**config.mk**
```make
export PLATFORM = sky130hd
export DESIGN_NAME = podem_engine
export DESIGN_NICKNAME = d
export VERILOG_FILES = /design/src/rtl/podem_pkg.sv /design/src/rtl/podem_eval.sv /design/src/rtl/podem_stack.sv /design/src/rtl/podem_engine.sv
export SDC_FILE = /design/constraint.sdc
export NUM_CORES = 1
export LEC_CHECK = 0
export BUFFER_PORTS_ARGS = -buffer_cell sky130_fd_sc_hd__buf_2
export CAP_MARGIN = 0
export CORE_ASPECT_RATIO = 1.1
export CORE_MARGIN = 2
export CORE_UTILIZATION = 39
export CTS_CLUSTER_DIAMETER = 120
export DETAILED_ROUTE_END_ITERATION = 6
export PLACE_DENSITY = 0.55
export RECOVER_POWER = 100
export SLEW_MARGIN = 25
export SYNTH_ARGS = -nofsm -noshare
export SYNTH_HDL_FRONTEND = slang
export SYNTH_SLANG_ARGS = --single-unit
```
**constraint.sdc**
```tcl
create_clock -name clk -period 2 [get_ports clk]
set_input_delay 0.1 -clock clk [delete_from_list [all_inputs] [get_ports clk]]
set_output_delay 0.1 -clock clk [all_outputs]
set_load 0.005 [all_outputs]
```
**src/rtl/podem_pkg.sv**
```systemverilog
package podem_pkg;
  localparam int NUM_PI  = 5;
  localparam int NUM_NET = 10;
  localparam int OUT_NET = NUM_NET - 1;
  localparam int SITE_W  = 4;
  localparam int LVL_W   = $clog2(NUM_PI + 1);

  // three-valued code: bit 1 set means unknown
  typedef logic [1:0] tri_t;
  localparam tri_t V0 = 2'b00;
  localparam tri_t V1 = 2'b01;
  localparam tri_t VX = 2'b10;

  typedef tri_t [NUM_PI-1:0]  piv_t;
  typedef tri_t [NUM_NET-1:0] netv_t;

  typedef enum logic [1:0] {S_IDLE, S_SEARCH, S_DONE} eng_state_t;

  function automatic tri_t t_and(input tri_t a, input tri_t b);
    if (a == V0 || b == V0)      return V0;
    else if (a == V1 && b == V1) return V1;
    else                         return VX;
  endfunction

  function automatic tri_t t_or(input tri_t a, input tri_t b);
    if (a == V1 || b == V1)      return V1;
    else if (a == V0 && b == V0) return V0;
    else                         return VX;
  endfunction

  function automatic tri_t t_not(input tri_t a);
    if (a == V0)      return V1;
    else if (a == V1) return V0;
    else              return VX;
  endfunction
endpackage

```
**src/rtl/podem_eval.sv**
```systemverilog
module podem_eval
  import podem_pkg::*;
(
  input  piv_t              pi_vals,
  input  logic [SITE_W-1:0] site,
  input  logic              sv,
  output logic              success,
  output logic              reject
);
  function automatic tri_t pin(input int k, input tri_t v, input logic en,
                               input logic [SITE_W-1:0] s, input logic b);
    return (en && s == SITE_W'(k)) ? {1'b0, b} : v;
  endfunction

  function automatic netv_t sim(input piv_t p, input logic en,
                                input logic [SITE_W-1:0] s, input logic b);
    netv_t n;
    for (int k = 0; k < NUM_PI; k++) n[k] = pin(k, p[k], en, s, b);
    n[5] = pin(5, t_not(t_and(n[0], n[1])), en, s, b);
    n[6] = pin(6, t_or(n[2], n[3]), en, s, b);
    n[7] = pin(7, t_and(n[6], n[2]), en, s, b);
    n[8] = pin(8, t_and(n[7], n[4]), en, s, b);
    n[9] = pin(9, t_not(t_or(n[5], n[8])), en, s, b);
    return n;
  endfunction

  netv_t              gd, fl;
  logic [NUM_NET-1:0] isx, isd, hit, ok;
  logic               exc_bad;

  always_comb begin
    gd = sim(pi_vals, 1'b0, site, sv);
    fl = sim(pi_vals, 1'b1, site, sv);
    exc_bad = 1'b0;
    for (int n = 0; n < NUM_NET; n++) begin
      isx[n] = gd[n][1] | fl[n][1];
      isd[n] = !isx[n] && (gd[n] != fl[n]);
      hit[n] = (site == SITE_W'(n));
      if (hit[n] && gd[n] == {1'b0, sv}) exc_bad = 1'b1;
    end
    // open route to the output through unknown nets, per fanout of the network
    ok[9] = 1'b1;
    ok[8] = isx[9] & ok[9];
    ok[5] = isx[9] & ok[9];
    ok[7] = isx[8] & ok[8];
    ok[4] = isx[8] & ok[8];
    ok[6] = isx[7] & ok[7];
    ok[3] = isx[6] & ok[6];
    ok[2] = (isx[6] & ok[6]) | (isx[7] & ok[7]);
    ok[1] = isx[5] & ok[5];
    ok[0] = isx[5] & ok[5];
    success = isd[OUT_NET];
    reject  = exc_bad | ~(|(ok & (isd | (hit & isx))));
  end
endmodule

```
**src/rtl/podem_stack.sv**
```systemverilog
module podem_stack
  import podem_pkg::*;
(
  input  logic              clk,
  input  logic              rst_n,
  input  logic              clr,
  input  logic              push,
  input  logic              back,
  output logic              empty,
  output piv_t              pi_vals,
  output logic [NUM_PI-1:0] val,
  output logic [NUM_PI-1:0] care
);
  logic [NUM_PI-1:0] val_q, val_d, flg_q, flg_d;
  logic [LVL_W-1:0]  lvl_q, lvl_d;
  logic [LVL_W-1:0]  bt_idx;

  always_comb begin
    empty  = 1'b1;
    bt_idx = '0;
    for (int j = 0; j < NUM_PI; j++) begin
      if (lvl_q > LVL_W'(j) && !flg_q[j]) begin
        empty  = 1'b0;
        bt_idx = LVL_W'(j);
      end
    end
  end

  always_comb begin
    val_d = val_q;
    flg_d = flg_q;
    lvl_d = lvl_q;
    if (clr) begin
      val_d = '0;
      flg_d = '0;
      lvl_d = '0;
    end else if (push && lvl_q < LVL_W'(NUM_PI)) begin
      val_d[lvl_q] = 1'b0;
      flg_d[lvl_q] = 1'b0;
      lvl_d        = lvl_q + 1'b1;
    end else if (back && !empty) begin
      val_d[bt_idx] = 1'b1;
      flg_d[bt_idx] = 1'b1;
      lvl_d         = bt_idx + 1'b1;
    end
  end

  always_ff @(posedge clk or negedge rst_n) begin
    if (!rst_n) begin
      val_q <= '0;
      flg_q <= '0;
      lvl_q <= '0;
    end else if (clr || push || back) begin
      val_q <= val_d;
      flg_q <= flg_d;
      lvl_q <= lvl_d;
    end
  end

  generate
    for (genvar i = 0; i < NUM_PI; i++) begin : g_pi
      assign care[i]    = (lvl_q > LVL_W'(i));
      assign pi_vals[i] = care[i] ? {1'b0, val_q[i]} : VX;
    end
  endgenerate
  assign val = val_q;
endmodule

```
**src/rtl/podem_engine.sv**
```systemverilog
module podem_engine
  import podem_pkg::*;
(
  input  logic              clk,
  input  logic              rst_n,
  input  logic              start,
  input  logic [SITE_W-1:0] site,
  input  logic              stuck_val,
  output logic              done,
  output logic              found,
  output logic              untestable,
  output logic [NUM_PI-1:0] test_vec,
  output logic [NUM_PI-1:0] test_care
);
  logic              rst_meta, rst_int;
  eng_state_t        st_q, st_d;
  logic [SITE_W-1:0] site_q;
  logic              sv_q, found_q, found_d, untest_q, untest_d;
  logic              launch, clr, push, back;
  logic              success, reject, empty;
  piv_t              pi_vals;
  logic [NUM_PI-1:0] val, care;

  always_ff @(posedge clk or negedge rst_n) begin
    if (!rst_n) {rst_int, rst_meta} <= 2'b00;
    else        {rst_int, rst_meta} <= {rst_meta, 1'b1};
  end

  assign launch = start && (st_q != S_SEARCH);

  podem_stack i_stack (
    .clk(clk), .rst_n(rst_int), .clr(clr), .push(push), .back(back),
    .empty(empty), .pi_vals(pi_vals), .val(val), .care(care)
  );

  podem_eval i_eval (
    .pi_vals(pi_vals), .site(site_q), .sv(sv_q),
    .success(success), .reject(reject)
  );

  always_comb begin
    st_d     = st_q;
    found_d  = found_q;
    untest_d = untest_q;
    clr      = 1'b0;
    push     = 1'b0;
    back     = 1'b0;
    if (launch) begin
      st_d     = S_SEARCH;
      found_d  = 1'b0;
      untest_d = 1'b0;
      clr      = 1'b1;
    end else if (st_q == S_SEARCH) begin
      if (success) begin
        st_d    = S_DONE;
        found_d = 1'b1;
      end else if (reject) begin
        if (empty) begin
          st_d     = S_DONE;
          untest_d = 1'b1;
        end else begin
          back = 1'b1;
        end
      end else begin
        push = 1'b1;
      end
    end
  end

  always_ff @(posedge clk or negedge rst_int) begin
    if (!rst_int) begin
      st_q     <= S_IDLE;
      site_q   <= '0;
      sv_q     <= 1'b0;
      found_q  <= 1'b0;
      untest_q <= 1'b0;
    end else begin
      st_q     <= st_d;
      found_q  <= found_d;
      untest_q <= untest_d;
      if (launch) begin
        site_q <= site;
        sv_q   <= stuck_val;
      end
    end
  end

  assign done       = (st_q == S_DONE);
  assign found      = found_q;
  assign untestable = untest_q;
  assign test_care  = found_q ? care : '0;
  assign test_vec   = found_q ? (val & care) : '0;
endmodule

```
Word level (Yosys, flattened, before mapping)
Cells that the tools add are included.
{ "op_classes": {"add_sub_neg": 2, "eq_ne": 55, "reduce_logical": 103, "n_lt_le_gt_ge": 10, "bitwise_logic": 26, "mux": 100} }
{ "op_table": {"columns": ["cell", "n"], "rows": [
  ["$mux 2", 50],
  ["$eq 2x1->1 const B", 23],
  ["$logic_not 2->1", 22],
  ["$logic_and 1x1->1", 40],
  ["$mux 5", 8],
  ["$mux 1", 36],
  ["$and 10x10->10", 2],
  ["$eq 2x1->1", 10],
  ["$ne 2x2->1", 10],
  ["$eq 4x3->1 const B", 4],
  ["$logic_not 1->1", 16],
  ["$and 5x5->5", 3],
  ["$logic_or 1x1->1", 12],
  ["$mux 3", 4],
  ["$or 1x1->1", 12],
  ["$or 10x10->10", 1],
  ["$or 5x5->5", 2],
  ["$reduce_or 10->1", 1],
  ["$reduce_bool 3->1", 3],
  ["$eq 4x2->1 const B", 2],
  ["$eq 4x4->1 const B", 2],
  ["$lt 3x4->1 const B", 2],
  ["$reduce_bool 2->1", 4],
  ["$add 3x1->3 const B", 2],
  ["other kinds (17)", 25]
]} }
{ "word_totals": {"register_bits": 24, "elab_cells": 306, "out_inout_bits": 13} }

Longest topological paths before layout
Gate-level depths: netlist (run 1).
{ "depth": {"ltp_word": 43, "depth_mapped": 19, "ltp_nobuf": 18} }

Modules after synthesis
A second synthesis (run 1) with hierarchy kept.
{ "unflattened": {"cells_unflattened": 323, "area_unflattened_um2": 2506.2} }
{ "modules_own_cells": {"columns": ["mod", "cells_each", "seq_area_each_um2", "area_each_um2", "n_inst"], "rows": [
  ["podem_eval", 175, 0.0, 1074.8, 1],
  ["podem_stack", 104, 325.3, 899.6, 1],
  ["podem_engine", 44, 275.3, 531.8, 1]
]} }

Worst setup path before layout (run 1)
No wires, ideal clock.
{ "synth_timing": {"kind": "register to register", "from": "register site_q[2]", "to": "register i_stack.lvl_q[2]", "path_buffers": 1, "path_slack_ns": -1.778, "t_required_ns": 1.921, "t_arrival_ns": 3.699, "path_stages_with_launch": 19, "cell_sequence": "dfrtp_1 > buf_2 > or4b_1 > a31oi_1 > o21a_1 > nor2_1 > o31ai_4 > ha_1 > nor2_1 > o2111ai_1 > o41ai_1 > nor4bb_1 > o22ai_2 > nand2_1 > o21ai_1 > o21ai_0 > ha_1 > xor2_1 > mux2i_1"} }
{ "synth_between": {"elab_chain_len": 41} }
{ "synth_rtl": {"columns": ["element", "line", "text"], "rows": [
  ["from (decl)", "podem_engine.sv:17", "logic [SITE_W-1:0] site_q;"],
  ["from (signal assigned)", "podem_engine.sv:82", "site_q <= site;"],
  ["$eq 4x2->1", null, null],
  ["$mux 2", "podem_eval.sv:12", "return (en && s == SITE_W'(k)) ? {1'b0, b} : v;"],
  ["$logic_not 2->1, on equally long branches", "podem_pkg.sv:20, podem_pkg.sv:27", null],
  ["$logic_and 1x1->1", "podem_pkg.sv:27", "else if (a == V0 && b == V0) return V0;"],
  ["$mux 2", "podem_pkg.sv:27", null],
  ["$mux 2", "podem_pkg.sv:26", "if (a == V1 || b == V1) return V1;"],
  ["$mux 2", "podem_eval.sv:12", null],
  ["$eq 2x1->1", "podem_pkg.sv:21", "else if (a == V1 && b == V1) return V1;"],
  ["[25 not listed]", null, null],
  ["$or 1x1->1", "podem_eval.sv:53", "reject = exc_bad | ~(|(ok & (isd | (hit & isx))));"],
  ["$mux 1", "podem_engine.sv:57", "end else if (reject) begin"],
  ["$mux 1", "podem_engine.sv:54", "if (success) begin"],
  ["$mux 1", "podem_engine.sv:53", "end else if (st_q == S_SEARCH) begin"],
  ["$mux 1", "podem_engine.sv:48", "if (launch) begin"],
  ["$logic_and 1x1->1, or another cell as far along", "podem_stack.sv:41", "end else if (back && !empty) begin"],
  ["$reduce_bool 3->1 (no source line), or another cell as far along", null, null],
  ["$reduce_and 2->1 (no source line) or $mux 3 (tied branches)", null, null],
  ["to (signal assigned)", "podem_stack.sv:56", "lvl_q <= lvl_d;"],
  ["to (decl)", "podem_stack.sv:15", "logic [LVL_W-1:0] lvl_q, lvl_d;"]
]} }
Several ways; a longest one is shown, not always the timed one.
A chain may end at the register's enable or synchronous reset.

Worst setup path after layout (run 1)
{ "layout_timing": {"from": "register site_q[0]", "to": "register i_stack.lvl_q[2]"} }
The elaborated chain is that of the path after synthesis.

==> reports/qor.json, run 1 <==
{
  "yosysWarningCount": {"value": 0},
  "run_status": {"value": "complete, but fails checks"},
  "timing.max_cap.violations": {"value": 0},
  "maximum_root_to_sink_buffer_count": {"value": 2},
  "dieArea": {"value": 7202, "unit": "um^2"},
  "dp_hpwl": {"value": 6.789, "unit": "mm"},
  "fp-row-count": {"value": 30},
  "worst_path_dominant_cell_family": {"value": "compound AO/OA/AOI/OAI gates"},
  "drtAntennaViolNets": {"value": 0},
  "timing.final.setup_violations": {"value": 17},
  "final_layout_size_suffix_gt1_share": {"value": 52.44, "unit": "%"},
  "report.final.hold_viol_count": {"value": 0},
  "total_nets_after_synthesis": {"value": 327},
  "max_slew.worst_pin.slew": {"value": 1332, "unit": "ps"},
  "totalWireLength": {"value": 9.840, "unit": "mm"},
  "wl_per_cell": {"value": 18.57, "unit": "um"},
  "nets": {"value": 465},
  "antenna_cells": {"value": 0},
  "cp.required": {"value": 2170, "unit": "ps"},
  "grt_most_used_layer": {"value": "met2"},
  "ctsRootBufferMaster": {"value": "sky130_fd_sc_hd__clkbuf_8"},
  "cp_data_arrival_time": {"value": 3890, "unit": "ps"},
  "gp_congestion": {"value": 0.9489},
  "final_critical_path_setup_slack": {"value": -1719, "unit": "ps"},
  "initial_core_util": {"value": 40.92, "unit": "%"},
  "routed-via-count": {"value": 3132},
  "area_growth_syn_to_layout": {"value": 62.17, "unit": "%"},
  "floorplan.core_area": {"value": 6231, "unit": "um^2"},
  "post-place-cells": {"value": 494},
  "cp_cell_sequence": {"value": "buf_4, xnor2_2, a22oi_2, or2_4, o221a_1, o31ai_4, ha_2, nor2_4, nand2_2, o41ai_4, nor4bb_4, o22ai_4, and2_4, o211ai_1, ha_2, xor2_1, mux2i_1"},
  "cts_tree": {"value": "yes"},
  "synth_cells": {"value": 313},
  "timing.critical_path.buf_inv": {"value": 1},
  "insertion_delay": {"value": 280, "unit": "ps"},
  "antenna_violations_before_repair": {"value": 0},
  "initialDrtViolationCount": {"value": 238},
  "instances_no_fill": {"value": 530},
  "finalCritPeriodShare": {"value": 185.9, "unit": "%"},
  "design.portCount": {"value": 21},
  "timing.final.crit_period": {"value": 3719, "unit": "ps"},
  "worst-setup-path-type": {"value": "flop to flop"},
  "pre_cts_slack": {"value": -1888, "unit": "ps"},
  "grt-ovfl-total": {"value": 0},
  "hold-worst-slack": {"value": 44.79, "unit": "ps"},
  "grt_max_degree": {"value": 23},
  "detail_route.drc_violations": {"value": 0},
  "clock_pin_slew_of_the_registers_on_the_worst_case_setup_and_hold_paths": {"value": 90, "unit": "ps"},
  "global_route.usage.met1": {"value": 34.92, "unit": "%"},
  "clock-sinks": {"value": 24},
  "critPathMaxStageDelay": {"value": 480, "unit": "ps"},
  "io_buffer_count": {"value": 20},
  "grt_first_pass_wirelength": {"value": 14.86, "unit": "mm"},
  "use_met3": {"value": 2.551, "unit": "%"},
  "post_synth_edffs": {"value": 0},
  "failed_checks": {"value": "negative setup slack"},
  "drt-vias-per-instance": {"value": 5.909},
  "setup.worst_path.end_class": {"value": "flop"},
  "first_global_vias": {"value": 2959},
  "cts_max_level": {"value": 1},
  "worst-path-max-fanout": {"value": 7},
  "dieWidth": {"value": 81.10, "unit": "um"},
  "fmax": {"value": 0.2689, "unit": "GHz"},
  "worst_hold_path_type": {"value": "input port to flop"},
  "slew_viol_final": {"value": 0},
  "rsz0062_at_grt": {"value": "yes"},
  "cp_slowest_cell": {"value": "sky130_fd_sc_hd__dfrtp_2"},
  "average_footprint_of_a_synthesized_cell": {"value": 8.147, "unit": "um^2"},
  "use_met2": {"value": 45.15, "unit": "%"},
  "postSynthRegisterBits": {"value": 24},
  "grt_usage": {"value": 26.73, "unit": "%"},
  "ys_types": {"value": 77},
  "cts_buffers": {"value": 3},
  "startpoint_type": {"value": "flop"},
  "worst_clock_skew": {"value": 4.944, "unit": "ps"},
  "die_height": {"value": 88.81, "unit": "um"},
  "max_slew_margin": {"value": 11.21, "unit": "%"},
  "ys_async_sr_fraction": {"value": 100.0, "unit": "%"},
  "setup-tns-final": {"value": -27780, "unit": "ps"},
  "critical-path-top-cell-by-count": {"value": "sky130_fd_sc_hd__ha_2"},
  "synthFlopType": {"value": "sky130_fd_sc_hd__dfrtp_1"},
  "seq_area_frac_synth": {"value": 23.55, "unit": "%"},
  "drt_pass1_iterations": {"value": 5},
  "synthesis.area": {"value": 2550, "unit": "um^2"}
}
-- cell type report --
type / instances / area (um^2)
clock buffer: 3 / 41.29
tap: 80 / 100.1
multi-input combinational: 251 / 2122
fill: 503 / 2096
inverter: 13 / 51.30
clock inverter: 1 / 30.03
timing repair buffer: 158 / 1184
sequential: 24 / 606.8
-- flip-flops by register name (all words and copies together) (netlist names) --
register,cells
found,1
i_stack.flg_q,5
i_stack.lvl_q,3
i_stack.val,5
rst_int,1
rst_meta,1
site_q,4
st_q,2
sv_q,1
untestable,1
-- routing by layer --
metal	share of wire (%)	wire (um)
met1	44	4283
met5	0	0
met4	2.9	285
met3	4.0	397
met2	50	4874
-- Yosys cell counts, drive strengths merged (5+ instances only) --
library cell  instances  share of area (%)
nand2                25                3.7
dfrtp                24                 24
o21ai                24                4.7
nor2                 20                3.0
clkbuf               13                1.9
a21oi                12                2.8
buf                  12                3.3
inv                  12                1.8
nand3                11                2.2
o31ai                 9                3.4
nor2b                 8                2.0
nand2b                7                1.7
o311ai                7                2.4
and2                  6                1.6
and3                  6                1.5
ha                    6                2.9
nor3                  6                1.4
xnor2                 6                2.1
a21o                  5                1.5
mux2                  5                2.2
o211ai                5                1.5
o22ai                 5                1.5
-- final timing paths --
check,start,to,slack [ps],cells past startpoint
max in group asynchronous,rst_int$_DFF_PN0_,i_stack.lvl_q[2]$_DFFE_PN0P_,510,1
min in group asynchronous,rst_n,rst_meta$_DFF_PN0_,120,2
worst min register to register,rst_meta$_DFF_PN0_,rst_int$_DFF_PN0_,360,0
worst max-delay path,site_q[0]$_DFFE_PN0P_,i_stack.lvl_q[2]$_DFFE_PN0P_,-1720,17
worst min-delay path,site[1],site_q[1]$_DFFE_PN0P_,40,2
worst max register to register,site_q[0]$_DFFE_PN0P_,i_stack.lvl_q[2]$_DFFE_PN0P_,-1720,17
-- repair_timing --
item	4_1_cts	5_1_grt
endpoints found under the hold margin	2	0
hold buffers	1	0
endpoints found under the setup margin	17	18
cloned	0	1
gates resized for setup	33	39
pin swaps	18	18
buffers inserted	15	16
-- through the flow --
stage	cell area, um^2	util [%]
global route	4135	66.37
global placement	3486	55.94
floorplan	2626	-
finish	4135	66.37
CTS	3786	60.76
detailed placement	3486	55.94
-- worst register-to-register path, delay by kind of cell, from the launching register on --
| family | cells | cell delay (ps) |
|---|---|---|
| fa+ha+maj | 2 | 430 |
| compound gates | 6 | 1300 |
| simple gates | 5 | 880 |
| mux | 1 | 80 |
| xor+xnor | 2 | 280 |
| buf+inv | 1 | 170 |
| flops | 1 | 480 |
-- cells by family after synthesis --
group / after synthesis / share of synthesized area [%]
flip-flops: 24 / 23.55
other: 1 / 0.1471
AO/OA/AOI/OAI: 114 / 34.99
adder cells (fa/ha/maj): 6 / 2.944
buffers and inverters: 38 / 7.164
multiplexers: 8 / 3.386
AND/OR/NAND/NOR: 112 / 24.39
XOR/XNOR: 10 / 3.435
-- placed cells by master (no fill, tap or decap), types with 4 or more instances in the layout --
cell type	n
sky130_fd_sc_hd__nand2_1	21
sky130_fd_sc_hd__a21oi_2	5
sky130_fd_sc_hd__nand2b_1	7
sky130_fd_sc_hd__buf_2	17
sky130_fd_sc_hd__nand4_1	4
sky130_fd_sc_hd__o31ai_2	6
sky130_fd_sc_hd__inv_1	8
sky130_fd_sc_hd__o22ai_1	4
sky130_fd_sc_hd__a21o_1	5
sky130_fd_sc_hd__xnor2_1	5
sky130_fd_sc_hd__and2_1	5
sky130_fd_sc_hd__nor2_1	15
sky130_fd_sc_hd__o211ai_1	5
sky130_fd_sc_hd__nor2b_1	7
sky130_fd_sc_hd__xor2_1	4
sky130_fd_sc_hd__o21ai_0	17
sky130_fd_sc_hd__buf_4	126
sky130_fd_sc_hd__o21ai_1	5
sky130_fd_sc_hd__a21oi_1	6
sky130_fd_sc_hd__dfrtp_2	5
sky130_fd_sc_hd__buf_6	7
sky130_fd_sc_hd__mux2_2	5
sky130_fd_sc_hd__nor2_4	4
sky130_fd_sc_hd__nand3_1	10
sky130_fd_sc_hd__dfrtp_1	19
sky130_fd_sc_hd__and3_1	6
sky130_fd_sc_hd__clkbuf_1	5
Power of run 1 is left out: the tool's default activity adds up to more than one toggle a clock period on the data nets, which glitch-free logic cannot reach.
==> inputs of run 2 (changes only) <==
- SKIP_LAST_GASP: not set -> 1
==> reports/qor.json, run 2 (same netlist as run 1, synthesis figures left out) <==
{
  "cts_tree": {"value": "yes"},
  "setup.worst_path.end_class": {"value": "flop"},
  "capturing_element_of_the_worst_setup_path": {"value": "i_stack.lvl_q[2]$_DFFE_PN0P_"},
  "cp_cell_sequence": {"value": "buf_4, xnor2_2, a22oi_2, or2_4, o221a_1, o31ai_4, ha_2, nor2_4, nand2_2, o41ai_4, nor4bb_4, o22ai_4, and2_4, o211ai_1, ha_2, xor2_1, mux2i_1"},
  "area_growth_syn_to_layout": {"value": 61.53, "unit": "%"},
  "detail_route.drc_violations": {"value": 0, "change": "unchanged"},
  "worst_hold_path_type": {"value": "input port to flop"},
  "startpoint_type": {"value": "flop"},
  "totalWireLength": {"value": 9.715, "unit": "mm", "change": "-1.3%"},
  "max_slew.worst_pin.slew": {"value": 1322, "unit": "ps", "change": "-9.422 ps"},
  "report.final.hold_viol_count": {"value": 0, "change": "unchanged"},
  "final_cell_mix": {"value": "sky130_fd_sc_hd__buf_4 (126), sky130_fd_sc_hd__nand2_1 (21), sky130_fd_sc_hd__dfrtp_1 (19)"},
  "failed_checks": {"value": "negative setup slack"},
  "r2r-end": {"value": "i_stack.lvl_q[2]$_DFFE_PN0P_"},
  "crit_start": {"value": "site_q[0]$_DFFE_PN0P_"},
  "most_frequent_standard_cell_in_the_layout_excluding_fill_and_tap_cells": {"value": "sky130_fd_sc_hd__buf_4"},
  "timing.max_cap.violations": {"value": 0, "change": "unchanged"},
  "critPathMaxStageDelay": {"value": 470, "unit": "ps", "change": "about the same"},
  "first_global_vias": {"value": 2959, "change": "unchanged"},
  "critical-path-top-cell-by-count": {"value": "sky130_fd_sc_hd__ha_2"},
  "insertion_delay": {"value": 280, "unit": "ps", "change": "about the same"},
  "floorplan.core_area": {"value": 6231, "unit": "um^2", "change": "unchanged"},
  "max_slew_margin": {"value": 11.84, "unit": "%", "change": "+0.63 points"},
  "dieArea": {"value": 7202, "unit": "um^2", "change": "unchanged"},
  "clock_pin_slew_of_the_registers_on_the_worst_case_setup_and_hold_paths": {"value": 90, "unit": "ps", "change": "about the same"},
  "fp-row-count": {"value": 30, "change": "unchanged"},
  "grt_first_pass_wirelength": {"value": 14.86, "unit": "mm", "change": "unchanged"},
  "worst-path-max-fanout": {"value": 7, "change": "unchanged"},
  "rsz0062_at_grt": {"value": "yes"},
  "design.portCount": {"value": 21, "change": "unchanged"},
  "cp.required": {"value": 2170, "unit": "ps", "change": "about the same"},
  "final_layout_size_suffix_gt1_share": {"value": 51.56, "unit": "%", "change": "-0.89 points"},
  "slew_viol_final": {"value": 0, "change": "unchanged"},
  "drtAntennaViolNets": {"value": 0, "change": "unchanged"},
  "run_status": {"value": "complete, but fails checks"},
  "cp_data_arrival_time": {"value": 3870, "unit": "ps", "change": "-20 ps"},
  "routed-via-count": {"value": 3074, "change": "-1.9%"},
  "antenna_cells": {"value": 0, "change": "unchanged"},
  "worst-setup-path-type": {"value": "flop to flop"},
  "reg2reg_slack": {"value": -1710, "unit": "ps", "change": "about the same"},
  "hold-path-cell-count": {"value": 2, "change": "unchanged"},
  "initialDrtViolationCount": {"value": 235, "change": "-1.3%"},
  "grt_max_degree": {"value": 23, "change": "unchanged"},
  "finalCritPeriodShare": {"value": 185.3, "unit": "%", "change": "-0.62 points"},
  "final_critical_path_setup_slack": {"value": -1707, "unit": "ps", "change": "+12.37 ps"},
  "gp_congestion": {"value": 0.9489, "change": "unchanged"},
  "die_height": {"value": 88.81, "unit": "um", "change": "unchanged"},
  "cp_slowest_cell": {"value": "sky130_fd_sc_hd__dfrtp_2"},
  "antenna_violations_before_repair": {"value": 0, "change": "unchanged"},
  "clock-sinks": {"value": 24, "change": "unchanged"},
  "initial_core_util": {"value": 40.92, "unit": "%", "change": "unchanged"},
  "dp_hpwl": {"value": 6.789, "unit": "mm", "change": "unchanged"},
  "fmax": {"value": 0.2698, "unit": "GHz", "change": "+0.33%"},
  "cts_buffers": {"value": 3, "change": "unchanged"},
  "nets": {"value": 465, "change": "unchanged"},
  "dieWidth": {"value": 81.10, "unit": "um", "change": "unchanged"},
  "drt-vias-per-instance": {"value": 5.800, "change": "-1.9%"},
  "utilization": {"value": 66.10, "unit": "%", "change": "-0.26 points"},
  "worst_r2r_startpoint": {"value": "site_q[0]$_DFFE_PN0P_"},
  "timing.final.crit_period": {"value": 3707, "unit": "ps", "change": "-12.37 ps"},
  "worst_clock_skew": {"value": 5.394, "unit": "ps", "change": "+0.4499 ps"},
  "timing.final.setup_violations": {"value": 17, "change": "unchanged"},
  "drt_pass1_iterations": {"value": 5, "change": "unchanged"},
  "ctsRootBufferMaster": {"value": "sky130_fd_sc_hd__clkbuf_8"},
  "io_buffer_count": {"value": 20, "change": "unchanged"},
  "wl_per_cell": {"value": 18.33, "unit": "um", "change": "-1.3%"},
  "grt-ovfl-total": {"value": 0, "change": "unchanged"},
  "r2r_cells": {"value": 17, "change": "unchanged"},
  "cts_max_level": {"value": 1, "change": "unchanged"},
  "maximum_root_to_sink_buffer_count": {"value": 2, "change": "unchanged"},
  "grt_usage": {"value": 26.73, "unit": "%", "change": "unchanged"}
}
run 2: how the worst min path moves through the flow:
| stage | slack (ps) | start | to |
|---|---|---|---|
| 5_1_grt | 50 | site[2] | site_q[2]$_DFFE_PN0P_ |
| 6_report | 50 | site[1] | site_q[1]$_DFFE_PN0P_ |
| 4_1_cts | 50 | site[1] | site_q[1]$_DFFE_PN0P_ |
| 2_1_floorplan | -200 | rst_n | rst_int$_DFF_PN0_ |
| 3_3_place_gp | -110 | rst_n | rst_meta$_DFF_PN0_ |
| 3_5_place_dp | -110 | rst_n | rst_int$_DFF_PN0_ |
run 2: cell type report:
| cell class | count | area, um^2 |
|---|---|---|
| fillers | 504 | 2112 |
| multi-input cells | 251 | 2106 |
| repair buffers | 158 | 1184 |
| flip-flops and latches | 24 | 606.8 |
| well taps | 80 | 100.1 |
| inverters | 13 | 51.30 |
| clock buffers | 3 | 41.29 |
| clock inverters | 1 | 30.03 |
run 2: per-layer routing:
layer / vias to the layer above / track usage (%) / part of all wire [%]
met2: 104 / 45.15 / 50
met4: 0 / 11.09 / 3.0
met3: 26 / 2.551 / 3.7
met1: 1488 / 34.92 / 44
li1: 1456 / - / -
met5: - / 0 / 0
run 2: what timing repair did:
action                                  4_1_cts  5_1_grt
gates cloned                                  0        1
resized for setup                            32       36
endpoints found under the hold margin         2        0
pin swaps                                    18       17
endpoints found under the setup margin       17       18
setup buffers                                15       16
hold buffers                                  1        0
run 2: per-stage QoR:
step                setup slack, ps  cells  hold WS, ps  setup TNS [ps]  area, um^2
detailed placement            -1888    494       -112.3          -29600        3486
finish                        -1707    530        45.22          -27770        4119
global placement              -1780    494       -113.9          -28020        3486
global route                  -1855    530        48.04          -30150        4119
floorplan                     -1509    313       -195.6          -21290        2626
CTS                           -1692    513        47.22          -26810        3786
run 2: worst max-delay path, delay by kind of cell, from the launching register on:
family	cells	cell delay [ps]
flops	1	470
mux	1	80
compound gates	6	1290
simple gates	5	880
xor+xnor	2	280
buf+inv	1	160
fa+ha+maj	2	430
Power of run 2 is left out for the same reason.
==> inputs of run 3 (changes only) <==
==> constraint.sdc (replaced) <==
create_clock -name clk -period 2 [get_ports clk]
set_input_delay 0.2 -clock clk [delete_from_list [all_inputs] [get_ports clk]]
set_output_delay 0.2 -clock clk [all_outputs]
set_load 0.005 [all_outputs]
==> reports/qor.json, run 3 (same netlist as run 1, synthesis figures left out) <==
{
  "cts_tree": {"value": "yes"},
  "dieArea": {"value": 7202, "unit": "um^2", "change": "unchanged"},
  "clock_pin_slew_of_the_registers_on_the_worst_case_setup_and_hold_paths": {"value": 90, "unit": "ps", "change": "about the same"},
  "cts_max_level": {"value": 1, "change": "unchanged"},
  "drtAntennaViolNets": {"value": 0, "change": "unchanged"},
  "max_slew.worst_pin.slew": {"value": 1316, "unit": "ps", "change": "-6.670 ps"},
  "setup.worst_path.end_class": {"value": "flop"},
  "final_critical_path_setup_slack": {"value": -1718, "unit": "ps", "change": "-11.46 ps"},
  "cp_data_arrival_time": {"value": 3880, "unit": "ps", "change": "about the same"},
  "grt_first_pass_wirelength": {"value": 14.86, "unit": "mm", "change": "unchanged"},
  "drt_pass1_iterations": {"value": 5, "change": "unchanged"},
  "run_status": {"value": "complete, but fails checks"},
  "worst-path-max-fanout": {"value": 7, "change": "unchanged"},
  "report.final.hold_viol_count": {"value": 0, "change": "unchanged"},
  "io_buffer_count": {"value": 20, "change": "unchanged"},
  "maximum_root_to_sink_buffer_count": {"value": 2, "change": "unchanged"},
  "timing.final.crit_period": {"value": 3718, "unit": "ps", "change": "+11.46 ps"},
  "worst_clock_skew": {"value": 5.635, "unit": "ps", "change": "+0.2413 ps"},
  "final_cell_mix": {"value": "sky130_fd_sc_hd__buf_4 (127), sky130_fd_sc_hd__nand2_1 (20), sky130_fd_sc_hd__dfrtp_1 (19)"},
  "dieWidth": {"value": 81.10, "unit": "um", "change": "unchanged"},
  "setup-tns-final": {"value": -27790, "unit": "ps", "change": "-19.80 ps"},
  "routed-via-count": {"value": 3103, "change": "+0.94%"},
  "fmax": {"value": 0.2690, "unit": "GHz", "change": "-0.31%"},
  "die_height": {"value": 88.81, "unit": "um", "change": "unchanged"},
  "failed_checks": {"value": "negative setup slack"},
  "first_global_vias": {"value": 2959, "change": "unchanged"},
  "nets": {"value": 466, "change": "+0.22%"},
  "grt_usage": {"value": 26.73, "unit": "%", "change": "unchanged"},
  "max_slew_margin": {"value": 12.29, "unit": "%", "change": "+0.44 points"},
  "antenna_violations_before_repair": {"value": 0, "change": "unchanged"},
  "rsz0062_at_grt": {"value": "yes"},
  "timing.final.setup_violations": {"value": 17, "change": "unchanged"},
  "fp-row-count": {"value": 30, "change": "unchanged"},
  "worst-setup-path-type": {"value": "flop to flop"},
  "worst_hold_path_type": {"value": "input port to flop"},
  "final_layout_size_suffix_gt1_share": {"value": 52.11, "unit": "%", "change": "+0.55 points"},
  "dp_hpwl": {"value": 6.789, "unit": "mm", "change": "unchanged"},
  "cp.required": {"value": 2170, "unit": "ps", "change": "about the same"},
  "startpoint_type": {"value": "flop"},
  "wl_per_cell": {"value": 18.36, "unit": "um", "change": "+0.14%"},
  "initial_core_util": {"value": 40.92, "unit": "%", "change": "unchanged"},
  "area_growth_syn_to_layout": {"value": 62.02, "unit": "%"},
  "most_frequent_standard_cell_in_the_layout_excluding_fill_and_tap_cells": {"value": "sky130_fd_sc_hd__buf_4"},
  "floorplan.core_area": {"value": 6231, "unit": "um^2", "change": "unchanged"},
  "detail_route.drc_violations": {"value": 0, "change": "unchanged"},
  "design.portCount": {"value": 21, "change": "unchanged"},
  "drt-vias-per-instance": {"value": 5.844, "change": "+0.75%"},
  "insertion_delay": {"value": 280, "unit": "ps", "change": "about the same"},
  "clock-sinks": {"value": 24, "change": "unchanged"},
  "grt-ovfl-total": {"value": 0, "change": "unchanged"},
  "gp_congestion": {"value": 0.9489, "change": "unchanged"},
  "cts_buffers": {"value": 3, "change": "unchanged"},
  "finalCritPeriodShare": {"value": 185.9, "unit": "%", "change": "+0.57 points"},
  "antenna_cells": {"value": 0, "change": "unchanged"},
  "grt_max_degree": {"value": 23, "change": "unchanged"},
  "ctsRootBufferMaster": {"value": "sky130_fd_sc_hd__clkbuf_8"},
  "timing.max_cap.violations": {"value": 0, "change": "unchanged"},
  "initialDrtViolationCount": {"value": 226, "change": "-3.8%"},
  "totalWireLength": {"value": 9.747, "unit": "mm", "change": "+0.33%"},
  "slew_viol_final": {"value": 0, "change": "unchanged"}
}
[run 3: changes by cell type in the layout (fill, tap and decap cells not counted)]
cell / change
sky130_fd_sc_hd__nand2_2: +1
sky130_fd_sc_hd__nor2_2: +1
sky130_fd_sc_hd__nand2_1: -1
sky130_fd_sc_hd__nor2_1: -1
sky130_fd_sc_hd__buf_4: +1
[run 3: critical path, stage by stage, from the launching register on]
cell,delay (ps)
sky130_fd_sc_hd__dfrtp_2,480
sky130_fd_sc_hd__buf_4,160
sky130_fd_sc_hd__xnor2_2,150
sky130_fd_sc_hd__a22oi_2,240
sky130_fd_sc_hd__or2_4,190
sky130_fd_sc_hd__o221a_1,230
sky130_fd_sc_hd__o31ai_4,100
sky130_fd_sc_hd__ha_2,200
sky130_fd_sc_hd__nor2_4,110
sky130_fd_sc_hd__nand2_2,80
sky130_fd_sc_hd__o41ai_4,330
sky130_fd_sc_hd__nor4bb_4,310
sky130_fd_sc_hd__o22ai_4,140
sky130_fd_sc_hd__and2_4,190
sky130_fd_sc_hd__o211ai_1,260
sky130_fd_sc_hd__ha_2,230
sky130_fd_sc_hd__xor2_1,130
sky130_fd_sc_hd__mux2i_1,80
[run 3: final cells by class]
class,instances,area (um^2)
Tap cell,80,100.1
Sequential cell,24,606.8
Inverter,13,51.30
Fill cell,502,2100
Timing Repair Buffer,159,1191
Clock buffer,3,41.29
Multi-Input combinational cell,251,2111
Clock inverter,1,30.03
[run 3: final timing paths]
path	endpoint	cells past startpoint	start	slack [ps]
min in group asynchronous	rst_meta$_DFF_PN0_	2	rst_n	220
max	i_stack.lvl_q[2]$_DFFE_PN0P_	17	site_q[0]$_DFFE_PN0P_	-1720
min reg2reg	rst_int$_DFF_PN0_	0	rst_meta$_DFF_PN0_	360
max reg2reg	i_stack.lvl_q[2]$_DFFE_PN0P_	17	site_q[0]$_DFFE_PN0P_	-1720
max in group asynchronous	i_stack.lvl_q[2]$_DFFE_PN0P_	1	rst_int$_DFF_PN0_	520
min	site_q[1]$_DFFE_PN0P_	2	site[1]	150
[run 3: timing repair]
| action | CTS | global route |
|---|---|---|
| endpoints found under the hold margin | 2 | 0 |
| endpoints found under the setup margin | 18 | 18 |
| gates resized for setup | 32 | 38 |
| hold buffers | 1 | 0 |
| pin swaps | 18 | 17 |
| setup buffers | 15 | 17 |
| gates cloned | 0 | 1 |
[run 3: layer usage]
metal | GRT usage (%) | up-vias | part of all wire, %
li1 | - | 1458 | -
met3 | 2.551 | 28 | 4.3
met1 | 34.92 | 1507 | 43
met2 | 45.15 | 110 | 50
met4 | 11.09 | 0 | 3.1
met5 | 0 | - | 0
[run 3: per-stage QoR]
stage	hold WS, ps	util [%]	instance area (um^2)	std cells	setup WS (ps)
final	145.4	66.31	4131	531	-1718
after global routing	148.0	66.31	4131	531	-1855
after detailed placement	-12.32	55.94	3486	494	-1888
after CTS	147.2	60.76	3786	513	-1692
after global placement	-13.90	55.94	3486	494	-1780
after floorplan	-95.59	-	2626	313	-1509
Power of run 3 is left out for the same reason.
